File: src/rtl/store_merge_buffer.sv
module store_merge_buffer #(
  parameter int DEPTH = 4,
  parameter int WORDS = 4,
  parameter int DW = 32,
  parameter int AW = 16,
  localparam int OW = $clog2(WORDS),
  localparam int BW = AW - OW,
  localparam int PW = $clog2(DEPTH)
)(
  input  logic                clk,
  input  logic                rst_n,
  input  logic                st_valid,
  input  logic [AW-1:0]       st_addr,
  input  logic [DW-1:0]       st_data,
  output logic                st_stall,
  input  logic                rd_req,
  input  logic [AW-1:0]       rd_addr,
  output logic                rd_done,
  output logic                rd_fwd,
  output logic [DW-1:0]       rd_data,
  output logic                mem_req,
  output logic                mem_we,
  output logic [BW-1:0]       mem_addr,
  output logic [WORDS-1:0]    mem_wmask,
  output logic [WORDS*DW-1:0] mem_wdata,
  input  logic                mem_ready
);

  logic [BW-1:0]             e_blk [DEPTH];
  logic [WORDS-1:0]          e_msk [DEPTH];
  logic [WORDS-1:0][DW-1:0]  e_dat [DEPTH];
  logic [PW-1:0]             head, tail;
  logic [PW:0]               count;
  logic                      wr_lock;

  logic [DEPTH-1:0]          ev, st_hit, rd_hit;
  logic [DEPTH*BW-1:0]       blk_flat;
  logic                      merge_ok, fwd_ok, alloc, pop, full;
  logic                      rd_issue, wr_issue;
  logic [PW-1:0]             merge_idx;
  logic [DW-1:0]             fwd_val;

  wire [BW-1:0] st_blk = st_addr[AW-1:OW];
  wire [OW-1:0] st_w   = st_addr[OW-1:0];
  wire [BW-1:0] rd_blk = rd_addr[AW-1:OW];
  wire [OW-1:0] rd_w   = rd_addr[OW-1:0];

  assign full = (count == (PW+1)'(DEPTH));

  always_comb begin
    logic [PW-1:0] off;
    for (int i = 0; i < DEPTH; i++) begin
      off       = PW'(i) - head;
      ev[i]     = ({1'b0, off} < count);
      rd_hit[i] = ev[i] && (e_blk[i] == rd_blk);
    end
  end

  generate
    for (genvar g = 0; g < DEPTH; g++) begin : g_flat
      assign blk_flat[g*BW +: BW] = e_blk[g];
    end
  endgenerate

  assign rd_issue = rd_req && !(|rd_hit) && !wr_lock;
  assign wr_issue = !rd_issue && (count != '0);
  assign pop      = wr_issue && mem_ready;

  always_comb begin
    for (int i = 0; i < DEPTH; i++)
      st_hit[i] = ev[i] && (e_blk[i] == st_blk) && !(wr_issue && (PW'(i) == head));
  end

  always_comb begin
    merge_idx = '0;
    for (int i = 0; i < DEPTH; i++)
      if (st_hit[i]) merge_idx = PW'(i);
  end

  always_comb begin
    logic [PW-1:0] idx;
    fwd_ok  = 1'b0;
    fwd_val = '0;
    for (int k = 0; k < DEPTH; k++) begin
      idx = head + PW'(k);
      if (rd_hit[idx] && e_msk[idx][rd_w]) begin
        fwd_ok  = 1'b1;
        fwd_val = e_dat[idx][rd_w];
      end
    end
  end

  assign merge_ok  = |st_hit;
  assign alloc     = st_valid && !merge_ok && !full;
  assign st_stall  = st_valid && !merge_ok && full;

  assign mem_req   = rd_issue || wr_issue;
  assign mem_we    = wr_issue;
  assign mem_addr  = rd_issue ? rd_blk : e_blk[head];
  assign mem_wmask = wr_issue ? e_msk[head] : '0;
  assign mem_wdata = e_dat[head];

  assign rd_fwd  = rd_req && fwd_ok;
  assign rd_data = fwd_val;
  assign rd_done = rd_fwd || (rd_issue && mem_ready);

  always_ff @(posedge clk or negedge rst_n) begin
    if (!rst_n) begin
      head    <= '0;
      tail    <= '0;
      count   <= '0;
      wr_lock <= 1'b0;
      for (int i = 0; i < DEPTH; i++) begin
        e_blk[i] <= '0;
        e_msk[i] <= '0;
      end
    end else begin
      wr_lock <= wr_issue && !mem_ready;
      if (pop) head <= head + PW'(1);
      if (alloc) begin
        e_blk[tail] <= st_blk;
        e_msk[tail] <= WORDS'(1) << st_w;
        tail        <= tail + PW'(1);
      end else if (st_valid && merge_ok) begin
        e_msk[merge_idx][st_w] <= 1'b1;
      end
      count <= count + {{PW{1'b0}}, alloc} - {{PW{1'b0}}, pop};
    end
  end

  always_ff @(posedge clk) begin
    if (alloc)                      e_dat[tail][st_w]      <= st_data;
    else if (st_valid && merge_ok)  e_dat[merge_idx][st_w] <= st_data;
  end

endmodule

File: config.mk
export PLATFORM = sky130hd
export DESIGN_NAME = store_merge_buffer
export DESIGN_NICKNAME = d
export VERILOG_FILES = /design/src/rtl/store_merge_buffer.sv
export SDC_FILE = /design/constraint.sdc
export NUM_CORES = 1
export LEC_CHECK = 0
export BUFFER_PORTS_ARGS = -buffer_cell sky130_fd_sc_hd__buf_2
export CORE_MARGIN = 4
export CORE_UTILIZATION = 40
export DETAILED_ROUTE_END_ITERATION = 8
export PLACE_DENSITY_LB_ADDON = 0.1
export SETUP_SLACK_MARGIN = 0.5
export SLEW_MARGIN = 20
export SYNTH_ARGS = -nofsm -noshare
export SYNTH_HDL_FRONTEND = slang
export SYNTH_SLANG_ARGS = --single-unit
File: constraint.sdc
create_clock -name clk -period 8.4 [get_ports clk]
set_clock_uncertainty 0.1 [all_clocks]
set_input_delay 1.68 -clock clk [delete_from_list [all_inputs] [get_ports clk]]
set_output_delay 1.68 -clock clk [all_outputs]
set_load 0.03 [all_outputs]
==> results.txt <==
DRC Markers: 0
vias in the first global route: 25.1k
core area: 95,000 um2
peak supply drop: 0.000271 V
clock share of power: 19.6%
largest net degree at the start of global routing: 133
Setup Buffers After CTS: 0
Min Hold Slack: 0.432 ns
Slew headroom: 24.9%
flops & latches, synth: 592
Die Area: 101,000 um2
Worst setup SP type: register
gr ovfl total: 0
Main synth FF type: edfxtp_1
period utilisation layout: 90.9%
Die Span X: 318 um
max-slew violations: 0
fraction of registers with async set/reset: 13.5%
Critical R2R Capture: e_dat[1][127]$_DFFE_PP_
area of the multi-input gates: 20,200 um2
status: finished clean
Critical Path RT: 6.62 ns
Sw Share: 41.5%
# rows: 113
fmax: 131 MHz
worst-path maximum fanout: 43
Seq pwr share: 23.6%
global-route wire length before repair: 174,000 um
hold-fix buffers at CTS: 0
filler cell count: 8,222
Tmin final: 7.64 ns
worst slack at placement: 1.11 ns
Psw: 6.99 mW
final WL: 119,000 um
commonest non-fill, non-tap cell in the layout: mux4_2
internal power: 9.87 mW
GPL Wtd Cong: 0.875
CTS tree: built
global-route usage over all layers: 23.2%
cell area after layout: 43,500 um2
register area: 17,400 um2
Final HPWL DP: 74,500 um
CP arrival: 5.86 ns
clock transition at the registers of the reported paths: 0.05 ns
cts bufs inserted: 74
post-cts resize count: 0
Reg2Reg Launch Point: head[1]$_DFFE_PN0P_
fin util: 45.8%
ANT nets after route: 0
Clock Tree Buf Depth: 3
share of post-route cells with drive strength above 1: 51.8%
Setup Viol. Count Final: 0
setup slack after layout: 0.761 ns
Static Leak: 14.4 nW
Final #Nets: 2,418
final hold vios: 0
Synth Area per Inst: 17.6 um2
clk_lat worst skew: 0.62 ns
Reg2Reg Depth: 11
hold path depth: 1
Placed Area: 41,000 um2
Worst Hold Class: register to register
Setup crit end kind: output port
Detailed Routing Iterations Pass 1: 6
CTS root buf: clkbuf_16
unrepaired setup endpoints after global routing: true
max-cap viol count: 0
DRT iter0 DRCs: 2,504
Avg WL per Cell: 32.4 um
PD cells: 388 nW/um2
Crit Path Class: register to output port
number of synthesized flops with an enable pin: 512
Least-Margin Pin Slew: 1.13 ns
initial antenna violation count: 7
Die Ht: 318 um
initial core utilization: 40.4%
clock sink total: 592
Synth Net Count: 2,258
sequential share of the synthesized area: 45.3%
Mapped Cells: 2,174
Netlist cell types: 66
setup tns final: 0 ns
H-tree Lvls: 3
Port Buffers: 251
vias per cell: 6.64
most frequent cells in the layout: 634 x mux4_2, 512 x edfxtp_1, 248 x buf_2
Hold EP: e_msk[15]$_DFFE_PN0P_
part of the power in combinational logic: 56.8%
Ports: 252
Layout area overhead: 13.4%
flop2flop setup slack: 2.05 ns
synthesis warning total: 0
HP Start: e_msk[15]$_DFFE_PN0P_
vias: 24.3k
Synth Cell Area: 38,400 um2
==> sequential cells by signal, summed over array words and instances, names as in the netlist <==
signal    cells
blk_flat     56
count         3
e_dat       512
e_msk        16
head          2
tail          2
wr_lock       1
==> cells in the mapped netlist (25+ instances only) <==
cell,n,area share [%]
xnor2_1,56,1.3
nor3_1,25,0.33
clkbuf_1,98,0.96
dfrtp_1,80,5.2
mux2_2,151,4.4
edfxtp_1,512,40
nor2b_1,32,0.52
a21oi_1,31,0.40
buf_2,70,0.91
xor2_1,60,1.4
buf_1,44,0.43
nor2_1,25,0.24
nand2_1,77,0.75
mux2i_1,31,0.81
mux4_2,634,37
==> how the worst max path moves through the flow <==
stage | start | endpoint | cells past startpoint
6_report | head[1]$_DFFE_PN0P_ | rd_data[1] | 13
4_1_cts | head[1]$_DFFE_PN0P_ | rd_data[29] | 13
3_3_place_gp | rd_addr[15] | rd_data[29] | 11
2_1_floorplan | head[1]$_DFFE_PN0P_ | e_dat[2][0]$_DFFE_PP_ | 18
3_5_place_dp | rd_addr[12] | rd_data[29] | 11
5_1_grt | head[1]$_DFFE_PN0P_ | rd_data[1] | 13
==> power by group through the flow <==
stage | combinational (mW) | clock (mW) | sequential (mW)
2_1_floorplan | 7.14 | 0 | 3.85
3_3_place_gp | 9.60 | 0 | 4.03
3_5_place_dp | 9.63 | 0 | 4.04
4_1_cts | 9.67 | 3.39 | 3.98
5_1_grt | 10.1 | 3.52 | 4.02
6_report | 9.58 | 3.31 | 3.98
==> stage by stage <==
stage	instances	total power, mW
6_report	3662	16.9
5_1_grt	3661	17.7
4_1_cts	3658	17.0
3_5_place_dp	3523	13.7
3_3_place_gp	3523	13.6
2_1_floorplan	2174	11.0
==> critical path: stages (launching register included) <==
cell	delay, ns
dfrtp_4	0.82
inv_1	0.31
ha_4	0.36
ha_1	0.21
nor2b_1	0.13
a22o_1	0.27
nor4_4	0.43
nand4_1	0.35
and3_1	0.46
a21oi_1	0.51
o21bai_4	0.38
buf_4	0.34
o22ai_1	0.36
buf_2	0.28
==> logic make-up (layout without fill, tap and decap cells) <==
group	Yosys count	count (layout)	synth area share [%]
DFF	592	592	45.3
and+or+nand+nor	237	237	3.16
buffers and inverters	236	455	2.63
muxes	822	822	42.7
adders and majority gates	15	15	0.509
xor gates and xnor gates	116	116	2.65
other	0	4	0
AOI/OAI and AO/OA	156	156	3.05
==> metal layers <==
| metal | GRT usage (%) | part of all wire (%) |
|---|---|---|
| met5 | 0 | 0.019 |
| met4 | 8.75 | 3.7 |
| met3 | 5.63 | 9.0 |
| met2 | 38.7 | 50 |
| met1 | 29.6 | 37 |
==> layout make-up <==
type	instances	share of cell area (%)
clock inverter	44	1.20
clock buffer	91	4.57
sequential	592	40.0
inverter	16	0.138
timing repair buffer	304	4.09
antenna	4	0.0230
tap	1265	3.64
multi-input combinational	1346	46.4
(Power assumes the default switching activity.)
